**src/rtl/spi_reg_host.sv**
```systemverilog
module spi_reg_host #(
  parameter int DIV_W = 8
) (
  input  logic             clk,
  input  logic             rst_n,
  input  logic [DIV_W-1:0] div_cfg,
  input  logic             req_start,
  input  logic             req_write,
  input  logic             req_read,
  input  logic [2:0]       req_len,
  input  logic [7:0]       req_addr,
  input  logic [7:0]       wr_data,
  input  logic             wr_last,
  output logic             wr_take,
  output logic [7:0]       rd_data,
  output logic             rd_valid,
  output logic             busy,
  output logic             done,
  output logic             sck,
  output logic             sdo,
  input  logic             sdi,
  output logic             cs_n
);

  typedef enum logic [1:0] {S_IDLE, S_LEAD, S_SHIFT, S_TRAIL} st_t;
  localparam logic [1:0] PH_CMD = 2'd0, PH_ADDR = 2'd1, PH_DATA = 2'd2;

  st_t              st;
  logic [DIV_W-1:0] cnt;
  logic [7:0]       txs, rxs, addr_q;
  logic [2:0]       bitn, left;
  logic [1:0]       phase;
  logic             mode_w, mode_r, stream, last_q;
  logic             sck_q, cs_q, take_q, rdv_q, done_q;
  logic [7:0]       rdd_q;

  wire tick = (cnt == div_cfg);
  wire fin  = stream ? last_q : (left == 3'd1);

  assign sck      = sck_q;
  assign cs_n     = cs_q;
  assign sdo      = txs[7];
  assign busy     = (st != S_IDLE);
  assign done     = done_q;
  assign wr_take  = take_q;
  assign rd_valid = rdv_q;
  assign rd_data  = rdd_q;

  always_ff @(posedge clk or negedge rst_n) begin
    if (!rst_n) begin
      st <= S_IDLE; cnt <= '0; txs <= '0; rxs <= '0; addr_q <= '0;
      bitn <= '0; left <= '0; phase <= PH_CMD;
      mode_w <= 1'b0; mode_r <= 1'b0; stream <= 1'b0; last_q <= 1'b0;
      sck_q <= 1'b0; cs_q <= 1'b1; take_q <= 1'b0; rdv_q <= 1'b0;
      done_q <= 1'b0; rdd_q <= '0;
    end else begin
      take_q <= 1'b0;
      rdv_q  <= 1'b0;
      done_q <= 1'b0;
      cnt    <= (st == S_IDLE || tick) ? '0 : cnt + 1'b1;
      case (st)
        S_IDLE: if (req_start) begin
          st     <= S_LEAD;
          cs_q   <= 1'b0;
          txs    <= {req_write, req_read, req_len, 3'b000};
          addr_q <= req_addr;
          mode_w <= req_write;
          mode_r <= req_read;
          stream <= (req_len == 3'd0);
          left   <= req_len;
          phase  <= PH_CMD;
          bitn   <= '0;
        end
        S_LEAD: if (tick) begin
          st    <= S_SHIFT;
          sck_q <= 1'b1;
          rxs   <= {rxs[6:0], sdi};
        end
        S_SHIFT: if (tick) begin
          if (!sck_q) begin
            sck_q <= 1'b1;
            rxs   <= {rxs[6:0], sdi};
          end else begin
            sck_q <= 1'b0;
            bitn  <= bitn + 1'b1;
            if (bitn != 3'd7) begin
              txs <= {txs[6:0], 1'b0};
            end else begin
              case (phase)
                PH_CMD: begin
                  if (!mode_w && !mode_r) st <= S_TRAIL;
                  else begin txs <= addr_q; phase <= PH_ADDR; end
                end
                PH_ADDR: begin
                  txs    <= mode_w ? wr_data : 8'h00;
                  last_q <= wr_last;
                  take_q <= 1'b1;
                  phase  <= PH_DATA;
                end
                default: begin
                  rdv_q <= mode_r;
                  rdd_q <= rxs;
                  if (fin) st <= S_TRAIL;
                  else begin
                    txs    <= mode_w ? wr_data : 8'h00;
                    last_q <= wr_last;
                    take_q <= 1'b1;
                    left   <= left - 1'b1;
                  end
                end
              endcase
            end
          end
        end
        S_TRAIL: if (tick) begin
          st     <= S_IDLE;
          cs_q   <= 1'b1;
          done_q <= 1'b1;
        end
        default: st <= S_IDLE;
      endcase
    end
  end

  p_sck_framed_r7: assert property (@(posedge clk) disable iff (!rst_n)
    sck_q |-> !cs_q);
  p_sck_on_tick_r7: assert property (@(posedge clk) disable iff (!rst_n)
    (sck_q != $past(sck_q)) |-> $past(tick));
  p_sdo_low_phase_r7: assert property (@(posedge clk) disable iff (!rst_n)
    ($past(sck_q) && sck_q) |-> $stable(txs[7]));
  p_done_release_r8: assert property (@(posedge clk) disable iff (!rst_n)
    $rose(cs_q) |-> done_q);
  p_done_single_r8: assert property (@(posedge clk) disable iff (!rst_n)
    done_q |=> !done_q);
  p_rd_only_read_r6: assert property (@(posedge clk) disable iff (!rst_n)
    rdv_q |-> (mode_r && !cs_q));
  p_start_ignored_r9: assert property (@(posedge clk) disable iff (!rst_n)
    (busy && req_start) |=> $stable(addr_q) && $stable(mode_w) && $stable(mode_r));

endmodule

```
**config.mk**
```make
export PLATFORM = sky130hd
export DESIGN_NAME = spi_reg_host
export DESIGN_NICKNAME = d
export VERILOG_FILES = /design/src/rtl/spi_reg_host.sv
export SDC_FILE = /design/constraint.sdc
export NUM_CORES = 1
export LEC_CHECK = 0
export ABC_AREA = 1
export BUFFER_PORTS_ARGS = -buffer_cell sky130_fd_sc_hd__clkbuf_2
export CAP_MARGIN = 25
export CELL_PAD_IN_SITES_DETAIL_PLACEMENT = 1
export CELL_PAD_IN_SITES_GLOBAL_PLACEMENT = 2
export CORE_MARGIN = 1
export CORE_UTILIZATION = 35
export DETAILED_ROUTE_END_ITERATION = 7
export PLACE_DENSITY_LB_ADDON = 0.1
export SETUP_SLACK_MARGIN = 0.5
export SLEW_MARGIN = 10
export SYNTH_ARGS = -nofsm -noshare
export SYNTH_HDL_FRONTEND = slang
export SYNTH_SLANG_ARGS = --single-unit
```
**constraint.sdc**
```tcl
create_clock -name clk -period 2.7 [get_ports clk]
set_input_delay 0.405 -clock clk [delete_from_list [all_inputs] [get_ports clk]]
set_output_delay 0.405 -clock clk [all_outputs]
set_load 0.005 [all_outputs]
```
## Word-level counts from Yosys, hierarchy flattened

Cells that the tools add are included.

- Bits in registers: 59
- Output and inout port bits: 15

- Add/sub/neg operators: 3
- Reduce and logical (&&, ||, !) cells: 23
- Bitwise logic cells: 3
- Equal/unequal tests: 24
- Muxes and demuxes: 64

Operators with widths:

| kind | count |
|---|---|
| $mux W8 | 11 |
| $pmux W8 S2 | 3 |
| $mux W3 | 9 |
| $mux W2 | 13 |
| $ne A2 B2 Y1 const B | 10 |
| $mux W1 | 18 |
| $ne A3 B3 Y1 const B | 5 |
| $reduce_and A7 Y1 | 2 |
| $pmux W2 S2 | 3 |
| $pmux W3 S2 | 2 |
| $reduce_and A6 Y1 | 2 |
| $reduce_and A9 Y1 | 1 |
| $add A8 B1 Y8 const B | 1 |
| $eq A8 B8 Y1 | 1 |
| $pmux W1 S2 | 4 |
| $pmux W2 S4 | 1 |
| $reduce_and A4 Y1 | 2 |
| $reduce_bool A2 Y1 | 4 |
| $reduce_and A3 Y1 | 2 |
| $ne A5 B5 Y1 const B | 1 |
| $reduce_and A5 Y1 | 1 |
| $eq A2 B1 Y1 const B | 2 |
| $eq A2 B2 Y1 const B | 2 |
| $logic_not A2 Y1 | 2 |
| other kinds (12) | 15 |

## Longest topological paths before layout

Gate-level depths: netlist of run 1.

- Depth in word-level cells: 8
- Mapped depth: 12
- Depth with buffers taken out: 12

## Worst setup path before layout of run 1

No wires, ideal clock.

- Path kind: flip-flop to flip-flop
- Start point: reg st[0]
- End point: reg sck_q (netlist: sck)
- Cell stages (with the launch flop): 8
- Path slack: 1.106 ns
- Data arrival time: 1.475 ns
- Clock period less this slack: 1.594 ns
- Cell sequence: dfrtp_1 > inv_1 > ha_1 > buf_4 > or2_2 > buf_2 > nand3_4 > nand2_1

- Word-level cells in the longest chain between the ends: 3
- Elaborated cells on any way between the ends: 7

RTL lines:

| what | line | source |
|---|---|---|
| from (decl) | 28 | `st_t st;` |
| from (signal assigned) | 51 | `st <= S_IDLE; cnt <= '0; txs <= '0; rxs <= '0; addr_q <= '0;` |
| from (signal assigned) | 63 | `st <= S_LEAD;` |
| from (signal assigned) | 75 | `st <= S_SHIFT;` |
| $eq A2 B1 Y1 or $eq A2 B2 Y1 (tied branches) | 61 | `case (st)` |
| $ne A2 B2 Y1 (no source line) or $reduce_bool A2 Y1 (tied branches) | -- |  |
| $reduce_and A3 Y1 (no source line) | -- |  |
| to (signal assigned) | 54 | `sck_q <= 1'b0; cs_q <= 1'b1; take_q <= 1'b0; rdv_q <= 1'b0;` |
| to (signal assigned) | 76 | `sck_q <= 1'b1;` |
| to (signal assigned) | 81 | `sck_q <= 1'b1;` |
| to (decl) | 34 | `logic sck_q, cs_q, take_q, rdv_q, done_q;` |

Parallel ways exist; a longest one is shown, timed or not.
A chain may end at the register's enable or synchronous reset.

## Worst setup path in the final report of run 1

- Start point: reg st[0]
- End point: reg st[0]

- Word-level cells in the longest chain between the ends: 3
- Elaborated cells on any way between the ends: 15

RTL lines:

| what | line |
|---|---|
| $eq A2 B2 Y1 (tied with other cells) | 61 |
| $ne A3 B3 Y1 (no source line) or $ne A2 B2 Y1 (tied branches) | -- |
| $reduce_and A9 Y1 (no source line) | -- |

Parallel ways exist; a longest one is shown, timed or not.

==> results of run 1 <==
==> cell usage in the layout, fill, tap and decap left out, types with 4 or more instances in the layout <==
cell type  instances
nand4_1           32
buf_4              6
nand3_1           20
o21ai_0           12
inv_1             31
clkinv_4           5
nor2_4             4
xnor2_1            6
clkbuf_8           9
ha_1              10
a21oi_1            6
nor2_1            18
nand2_1          155
nor2_2             4
nor3_1             5
clkbuf_2          48
dfrtp_1           58
==> stage by stage <==
step / util, % / hold WS (ns) / power (mW) / instances
floorplan: - / 0.109 / 2.23 / 396
global placement: 40.3 / 0.383 / 2.57 / 547
detailed placement: 40.3 / 0.389 / 2.60 / 547
CTS: 42.6 / 0.0111 / 3.45 / 563
global route: 42.6 / 0.0414 / 3.70 / 563
finish: 42.6 / 0.00392 / 3.39 / 563
==> power breakdown <==
part	internal (mW)	leakage (nW)	switching [mW]
Sequential	1.08	0.785	0.177
Combinational	0.436	1.13	0.884
Clock	0.432	0.103	0.386
Total	1.94	2.02	1.45
==> worst max-delay path, cell delays in order (launching register included) <==
cell and delay (ns):
dfrtp_1 0.41, inv_1 0.10, ha_1 0.25, buf_4 0.22, or2_2 0.43, o21ai_1 0.22, nand2_1 0.10, nand2_1 0.07
nand2_1 0.05
==> logic make-up after synthesis <==
logic type / after synthesis / synth area share (%)
AOI/OAI and AO/OA: 22 / 3.73
DFF: 59 / 46.3
and+or+nand+nor: 251 / 36.9
adders and majority gates: 10 / 3.92
xor gates and xnor gates: 8 / 2.20
buffers and inverters: 46 / 6.98
==> layout make-up <==
| cell class | instances | area share (%) |
|---|---|---|
| clock buffer | 9 | 3.31 |
| clock inverter | 7 | 2.11 |
| inverter | 34 | 3.62 |
| multi-input combinational | 291 | 39.9 |
| sequential | 59 | 39.5 |
| tap | 108 | 3.62 |
| timing repair buffer | 55 | 7.93 |
==> timing repair <==
action                     CTS  global route
buffers inserted             0             0
resized for setup            0             2
setup endpoints to repair    0             2
==> state kept, by name, summed over array words and instances, names as in the netlist <==
signal / flops
addr_q: 8
bitn: 3
cnt: 8
cs_n: 1
done: 1
last_q: 1
left: 3
mode_r: 1
mode_w: 1
phase: 2
rd_data: 8
rd_valid: 1
rxs: 8
sck: 1
st: 2
stream: 1
txs: 8
wr_take: 1
==> metal layers <==
metal | vias to the layer above | global-route usage, % | wire, µm
met5 | - | 0 | 0
met4 | 0 | 7.47 | 165
met3 | 13 | 3.60 | 252
met2 | 49 | 29.6 | 3790
met1 | 1324 | 24.8 | 3780
li1 | 1393 | - | -
==> how the worst max path moves through the flow <==
| stage | endpoint | start |
|---|---|---|
| finish | st[0]$_DFFE_PN0P_ | st[0]$_DFFE_PN0P_ |
| global route | st[0]$_DFFE_PN0P_ | st[0]$_DFFE_PN0P_ |
| CTS | st[0]$_DFFE_PN0P_ | st[0]$_DFFE_PN0P_ |
| detailed placement | st[1]$_DFFE_PN0P_ | st[0]$_DFFE_PN0P_ |
| global placement | st[1]$_DFFE_PN0P_ | st[0]$_DFFE_PN0P_ |
| floorplan | sck$_DFFE_PN0P_ | st[0]$_DFFE_PN0P_ |
==> impl_metrics.csv, run 1 <==
group,metric,value,unit
run_status,status,"completed",
logic_synthesis,synth_edf_count,0,
place,io_buffer_count,48,
die,ios,49,
clocking,cts_buffer_depth,2,
clocking,cts_tree,"done",
setup_path,critPathKind,"register to register",
grt,grt_overflow,0,
sta,fmax,505,MHz
setup_path,cp_data_arrival_time,2.22,ns
logic_synthesis,async_flop_share,100,%
sta,finalCritPeriodShare,73.4,%
route,vias,2779,
setup_path,r2r_end,"st[0]$_DFFE_PN0P_",
sta,drv_slew,0,
logic_synthesis,yosysWarnings,0,
sta,finalSetupViolCount,0,
setup_path,cp-end-kind,"register",
logic_synthesis,synth_cell_types,34,
setup_path,rr_worst_depth,8,
die,die_w,97.5,µm
cells_and_area,drive_gt1_share,20.4,%
power_and_ir_drop,peakVddDrop,365,µV
logic_synthesis,synth.largest_area_cell,"dfrtp_1",
setup_path,critPathMaxFanout,19,
place,dp_hpwl,5900,µm
logic_synthesis,yosysMostFrequentCell,"nand2_1",
sta,grt_setup_unrepaired,"false",
sta,hold_viol_final,0,
logic_synthesis,synthesis.nets,440,
sta,relSlewSlack,68.2,%
die,fp-row-count,34,
setup_path,r2r_slack,0.72,ns
route,remaining_drc_errors,0,
route,ant_nets,0,
clocking,clock-sinks,59,
grt,grt_pass1_wl,13900,µm
power_and_ir_drop,cellLeakagePower,2.02,nW
cells_and_area,final_nets,494,
flow_run,drv_cap,0,
logic_synthesis,avgSynthCellArea,8.06,µm²
sta,setup_ws,0.719,ns
place,pre_cts_ws,0.678,ns
grt,grt_max_degree,24,
setup_path,r2r-start,"st[0]$_DFFE_PN0P_",
logic_synthesis,ys_seq_elements,59,
clocking,cts.clk_slew.worst_paths,0.07,ns
die,core_region_area,8760,µm²
die,die_area,9500,µm²
die,initial_core_util,36.4,%
setup_path,cp-start-kind,"register",
logic_synthesis,netlist_area,3190,µm²
clocking,root_buffer,"clkbuf_8",
place,routabilityCongestion,0.793,
logic_synthesis,yosysSeqAreaShare,46.3,%
route,vias_per_cell,4.94,
cells_and_area,fillerInstances,1092,
hold_path,min_path_type,"primary input to async pin",
logic_synthesis,synth_flop_cell,"dfrtp_1",
power_and_ir_drop,power_density,908,nW/µm²
sta,fin_crit,1.98,ns
logic_synthesis,ys_top_cells_by_area,"dfrtp_1, nand2_1, nand4_1",
die,die_h,97.5,µm
route,dr.pass1.iters,4,
logic_synthesis,synth_top_area_share,45.5,%
route,wl_per_cell,14.2,µm
sta,skew,0.00752,ns
cells_and_area,antennaDiodeCount,0,
setup_path,crit_required,2.93,ns
route,wl,7990,µm
cells_and_area,design_area,3740,µm²
cells_and_area,multiInputGateArea,1490,µm²
logic_synthesis,netlist_top_cells_count,"nand2_1, dfrtp_1, nand4_1",
clocking,clk_latency,0.34,ns
grt,grt_usage,18.6,%
cells_and_area,regArea,1480,µm²
cells_and_area,areaGrowthSynthToFinish,17.1,%
grt,grt_pass1_vias,2850,
place,placed_cell_area,3530,µm²
clocking,cts_max_level,3,
logic_synthesis,synth_cells,396,
sta,final.setup.tns,0,ns
sta,worstMarginPinSlew,0.478,ns
grt,antenna_found_initial,0,
clocking,postCtsHoldBufs,0,
clocking,numCtsBuffers,9,
route,first_iter_violations,92,
Note: power is estimated with default switching activity, not from simulation.
==> run 2, diff against run 1 <==
--- a/config.mk
+++ b/config.mk
@@ -5,7 +5,7 @@
 export SDC_FILE = /design/constraint.sdc
 export NUM_CORES = 1
 export LEC_CHECK = 0
-export ABC_AREA = 1
+export ABC_AREA = 0
 export BUFFER_PORTS_ARGS = -buffer_cell sky130_fd_sc_hd__clkbuf_2
 export CAP_MARGIN = 25
 export CELL_PAD_IN_SITES_DETAIL_PLACEMENT = 1
==> constraint.sdc (replaced) <==
create_clock -name clk -period 1.9 [get_ports clk]
set_input_delay 0.285 -clock clk [delete_from_list [all_inputs] [get_ports clk]]
set_output_delay 0.285 -clock clk [all_outputs]
set_load 0.005 [all_outputs]
==> impl_metrics.csv, run 2 <==
group,metric,value,unit
place,io_buffer_count,48,
sta,finalCritPeriodShare,99.7,%
grt,grt_pass1_wl,14000,µm
power_and_ir_drop,swShare,37.4,%
logic_synthesis,synth_cell_types,53,
setup_path,cp-start-kind,"register",
cells_and_area,most-common-layout-cells,"dfrtp_1, clkbuf_2, buf_4",
power_and_ir_drop,seq_power_share,30.5,%
power_and_ir_drop,peakVddDrop,540,µV
logic_synthesis,yosysSeqAreaShare,48.2,%
sta,drv_slew,0,
power_and_ir_drop,p_total,5.74,mW
grt,use_met1,27.1,%
route,vias_per_cell,5.18,
route,wl,8430,µm
clocking,numCtsBuffers,9,
setup_path,critPathKind,"register to register",
logic_synthesis,ys_seq_elements,59,
clocking,root_buffer,"clkbuf_8",
grt,grt_overflow,0,
logic_synthesis,synthesis.nets,310,
grt,grt_util_met3,3.99,%
logic_synthesis,yosysMostFrequentCell,"dfrtp_1",
run_status,status,"completed",
logic_synthesis,muxShareOfSynthArea,15.2,%
grt,grt_max_degree,60,
logic_synthesis,yosysWarnings,0,
clocking,clk_latency,0.35,ns
die,ios,49,
sta,finalSetupViolCount,0,
cells_and_area,areaGrowthSynthToFinish,47.1,%
cells_and_area,antennaDiodeCount,0,
grt,grt_usage,20.9,%
sta,grt_setup_unrepaired,"true",
sta,fmax,528,MHz
setup_path,cp-end-kind,"register",
logic_synthesis,synth.largest_area_cell,"dfrtp_1",
die,die_w,95.6,µm
flow_run,drv_cap,0,
setup_path,crit_required,2.14,ns
logic_synthesis,netlist_area,3070,µm²
power_and_ir_drop,power_density,1270,nW/µm²
power_and_ir_drop,combPwrFrac,51.6,%
power_and_ir_drop,cellLeakagePower,2.17,nW
power_and_ir_drop,clockPowerShare,17.9,%
route,wl_per_cell,17.4,µm
setup_path,rr_worst_depth,7,
clocking,cts.clk_slew.worst_paths,0.08,ns
place,routabilityCongestion,0.731,
place,pre_cts_ws,-0.178,ns
clocking,cts_buffer_depth,2,
route,vias,2505,
logic_synthesis,synth_adder_area_share,4.08,%
logic_synthesis,synth_cells,266,
power_and_ir_drop,p_int,3.60,mW
grt,top_usage_layer,"met2",
hold_path,whs_path_depth,2,
sta,skew,0.0112,ns
hold_path,min_path_type,"primary input to register",
setup_path,cp_data_arrival_time,2.13,ns
sta,hold_viol_final,0,
die,fp-row-count,33,
power_and_ir_drop,switchingPower,2.14,mW
logic_synthesis,avgSynthCellArea,11.5,µm²
clocking,cts_max_level,3,
route,remaining_drc_errors,0,
cells_and_area,final_common_cell,"dfrtp_1",
sta,final.setup.tns,0,ns
logic_synthesis,synth_top_area_share,47.3,%
sta,worstMarginPinSlew,0.400,ns
die,initial_core_util,36.8,%
logic_synthesis,async_flop_share,100,%
logic_synthesis,synth_flop_cell,"dfrtp_1",
clocking,cts_tree,"done",
sta,setup_ws,0.00645,ns
cells_and_area,drive_gt1_share,57.5,%
logic_synthesis,synthSimpleGateAreaFrac,14.7,%
die,core_region_area,8340,µm²
logic_synthesis,synth_top_family_by_area,"multiplexers",
route,first_iter_violations,44,
die,die_h,95.6,µm
logic_synthesis,synth_edf_count,0,
logic_synthesis,netlist_top_cells_count,"dfrtp_1, mux2_2, nor2_1",
clocking,clock-sinks,59,
logic_synthesis,synth_xor_area_share,4.00,%
logic_synthesis,synth-compound-area-share,10.8,%
sta,whs,0.166,ns
setup_path,critPathMaxFanout,8,
route,ant_nets,0,
grt,met2_usage,34.7,%
place,dp_hpwl,5320,µm
grt,grt_pass1_vias,2706,
grt,antenna_found_initial,0,
route,dr.pass1.iters,4,
sta,fin_crit,1.89,ns
cells_and_area,regArea,1480,µm²
cells_and_area,final_nets,418,
cells_and_area,multiInputGateArea,1910,µm²
die,die_area,9140,µm²
logic_synthesis,ys_top_cells_by_area,"dfrtp_1, mux2_2, ha_1",
cells_and_area,fillerInstances,899,
sta,relSlewSlack,73.3,%
## run 2: layer usage
metal / vias to the layer above / wire length [µm] / part of all wire, %
met5: - / 0 / 0
met4: 0 / 123 / 1.5
met3: 10 / 235 / 2.8
met2: 47 / 4140 / 49
met1: 1269 / 3940 / 47
li1: 1179 / - / -
## run 2: what timing repair did
| item | in CTS | in global routing |
|---|---|---|
| pin swaps | 21 | 12 |
| setup endpoints to repair | 59 | 60 |
| hold buffers | 1 | 0 |
| gates resized for setup | 80 | 31 |
| gates cloned | 1 | 0 |
| setup buffers | 10 | 6 |
| endpoints found under the hold margin | 58 | 0 |
## run 2: logic make-up (layout without fill, tap and decap cells)
kind of cell	count (synthesis)	in the layout
and+or+nand+nor	84	85
DFF	59	59
AOI/OAI and AO/OA	42	42
muxes	39	39
buffers and inverters	18	130
xor gates and xnor gates	14	14
adders and majority gates	10	10
## run 2: cell type report
type / instances / share of cell area (%)
Multi-Input combinational cell: 190 / 42.3
Sequential cell: 59 / 32.8
Timing Repair Buffer: 106 / 17.3
Tap cell: 105 / 2.91
Clock buffer: 10 / 2.83
Clock inverter: 6 / 0.943
Inverter: 8 / 0.943
## run 2: per-stage QoR
stage | std cells | area (µm²) | utilization [%]
5_1_grt | 484 | 4510 | 54.1
3_5_place_dp | 450 | 3730 | 44.8
3_3_place_gp | 450 | 3730 | 44.8
2_1_floorplan | 266 | 3110 | -
6_report | 484 | 4510 | 54.1
4_1_cts | 478 | 4320 | 51.8
## run 2: worst max-delay path, stage by stage (launching register included)
cell,delay (ns)
dfrtp_1,0.40
xor2_1,0.18
nor4_2,0.07
buf_4,0.14
and2_4,0.16
buf_6,0.12
o211ai_4,0.32
mux2_2,0.38
## run 2: final timing paths
kind                                           to              startpoint  slack [ns]
setup / recovery               txs[2]$_DFFE_PN0P_        cnt[2]$_DFF_PN0_       0.006
hold / removal              addr_q[5]$_DFFE_PN0P_             req_addr[5]        0.17
hold reg to reg            rd_data[5]$_DFFE_PN0P_  rd_data[5]$_DFFE_PN0P_        0.50
max in group asynchronous      rxs[5]$_DFFE_PN0P_                   rst_n        1.14
setup reg to reg               txs[2]$_DFFE_PN0P_        cnt[2]$_DFF_PN0_       0.006
min in group asynchronous        cnt[2]$_DFF_PN0_                   rst_n        0.47
## run 2: power groups by stage
stage / clock network, mW / logic, mW / registers, mW
detailed placement: 0 / 2.00 / 1.73
finish: 1.03 / 2.96 / 1.75
CTS: 1.06 / 2.61 / 1.73
global placement: 0 / 1.95 / 1.72
global route: 1.11 / 3.21 / 1.79
floorplan: 0 / 1.23 / 1.71
==> run 3, diff against run 2 <==
--- a/config.mk
+++ b/config.mk
@@ -11,7 +11,7 @@
 export CELL_PAD_IN_SITES_DETAIL_PLACEMENT = 1
 export CELL_PAD_IN_SITES_GLOBAL_PLACEMENT = 2
 export CORE_MARGIN = 1
-export CORE_UTILIZATION = 35
+export CORE_UTILIZATION = 37
 export DETAILED_ROUTE_END_ITERATION = 7
 export PLACE_DENSITY_LB_ADDON = 0.1
 export SETUP_SLACK_MARGIN = 0.5
==> impl_metrics.csv, run 3 (synthesis gave the netlist of run 2 again) <==
group,metric,value,unit
run_status,status,"finished with violations",
run_status,violations,"setup timing",
power_and_ir_drop,combPwrFrac,51.8,%
sta,hold_viol_final,0,
cells_and_area,design_area,4690,µm²
sta,fmax,522,MHz
route,wl_per_cell,18.1,µm
power_and_ir_drop,p_int,3.85,mW
power_and_ir_drop,cellLeakagePower,2.26,nW
die,die_w,93.0,µm
sta,grt_setup_unrepaired,"true",
die,fp-row-count,32,
clocking,cts_tree,"done",
setup_path,crit_slowest_cell,"dfrtp_1",
power_and_ir_drop,peakVddDrop,602,µV
sta,setup_ws,-0.0168,ns
die,initial_core_util,38.9,%
die,die_area,8650,µm²
sta,fin_crit,1.92,ns
grt,grt_pass1_vias,2782,
die,ios,49,
cells_and_area,antennaDiodeCount,0,
clocking,numCtsBuffers,9,
power_and_ir_drop,seq_power_share,29.2,%
place,routabilityCongestion,0.773,
clocking,clock-sinks,59,
setup_path,crit_path_max_incr_delay,0.39,ns
route,wl,8930,µm
grt,grt_max_degree,60,
clocking,cts_max_level,3,
power_and_ir_drop,clockPowerShare,19.1,%
sta,finalCritPeriodShare,101,%
setup_path,critPathBufInv,1,
route,vias_per_cell,5.16,
flow_run,drv_cap,0,
cells_and_area,final_common_cell,"dfrtp_1",
power_and_ir_drop,switchingPower,2.18,mW
cells_and_area,most-common-layout-cells,"dfrtp_1, buf_4, clkbuf_2",
clocking,cts_buffer_depth,2,
sta,worstMarginPinSlew,0.432,ns
setup_path,cp-start-kind,"register",
cells_and_area,areaGrowthSynthToFinish,52.9,%
cells_and_area,drive_gt1_share,59.7,%
grt,antenna_found_initial,0,
setup_path,path_cells,"inv_2 -> ha_4 -> nor3b_4 -> o22a_1 -> nand3_1 -> o211ai_4 -> mux2_4",
die,core_region_area,7890,µm²
setup_path,critPathMaxFanout,8,
grt,grt_pass1_wl,14300,µm
sta,finalSetupViolCount,7,
grt,grt_overflow,0,
place,dp.cells,450,
setup_path,cp-end-kind,"register",
clocking,root_buffer,"clkbuf_8",
setup_path,critPathKind,"register to register",
clocking,clk_latency,0.34,ns
hold_path,min_path_type,"primary input to register",
sta,relSlewSlack,71.1,%
cells_and_area,final_nets,431,
place,dp_hpwl,5470,µm
route,dr.pass1.iters,4,
cells_and_area,fin_util,59.4,%
setup_path,cp_top_family,"compound AO/OA/AOI/OAI gates",
route,vias,2551,
power_and_ir_drop,swShare,36.2,%
grt,grt_usage,21.7,%
die,die_h,93.0,µm
sta,drv_slew,0,
sta,final.setup.tns,-0.0903,ns
setup_path,crit_required,2.11,ns
sta,skew,0.0160,ns
clocking,cts.clk_slew.worst_paths,0.07,ns
route,ant_nets,0,
setup_path,cp_data_arrival_time,2.13,ns
power_and_ir_drop,power_density,1290,nW/µm²
route,remaining_drc_errors,0,
place,placed_cell_area,3770,µm²
cells_and_area,final_cells,494,
route,first_iter_violations,50,
place,io_buffer_count,48,
power_and_ir_drop,p_total,6.03,mW
[run 3: cell types whose count changed in the layout (fill, tap and decap cells not counted), moves of 3 or more]
cell    before  now
mux2_2       9    3
buf_6       12   15
mux2_4      27   33
buf_4       41   51
[run 3: worst paths after layout]
kind,startpoint,endpoint,slack [ns],cells past startpoint
max in group asynchronous,rst_n,cs_n$_DFFE_PN1P_,1.11,3
hold reg to reg,txs[0]$_DFFE_PN0P_,txs[0]$_DFFE_PN0P_,0.49,1
hold / removal,req_len[1],stream$_DFFE_PN0P_,0.18,2
setup / recovery,left[1]$_DFFE_PN0P_,txs[1]$_DFFE_PN0P_,-0.02,7
min in group asynchronous,rst_n,done$_DFF_PN0_,0.51,3
setup reg to reg,left[1]$_DFFE_PN0P_,txs[1]$_DFFE_PN0P_,-0.02,7
[run 3: per-stage QoR]
stage / setup slack, ns / hold slack (ns)
after global placement: -0.0877 / 0.324
after floorplan: -0.0877 / -0.0106
after global routing: -0.0963 / 0.160
final: -0.0168 / 0.177
after CTS: -0.0215 / 0.144
after detailed placement: -0.120 / 0.351
[run 3: power groups by stage]
stage | clock network [mW] | registers (mW) | logic [mW]
global placement | 0 | 1.73 | 1.94
global route | 1.23 | 1.79 | 3.34
floorplan | 0 | 1.71 | 1.23
detailed placement | 0 | 1.74 | 1.99
finish | 1.15 | 1.76 | 3.12
CTS | 1.19 | 1.74 | 2.66
[run 3: repair_timing]
item / CTS / global route
endpoints found under the hold margin: 47 / 0
hold buffers: 1 / 0
setup endpoints to repair: 59 / 60
buffers inserted: 14 / 12
cloned: 1 / 0
pin swaps: 21 / 20
gates resized for setup: 80 / 35
[run 3: layout make-up]
class	instances	area, µm²
clock buffers	12	145
clock inverters	4	50.0
fillers	837	3200
inverters	8	32.5
multi-input cells	190	1960
flip-flops and latches	59	1480
well taps	102	128
repair buffers	119	892
[run 3: per-layer routing]
metal,vias up,wire [µm],global-route usage [%]
met2,41,4660,38.1
met5,-,0,0
met3,11,235,4.72
li1,1196,-,-
met4,0,102,5.38
met1,1303,3940,27.1
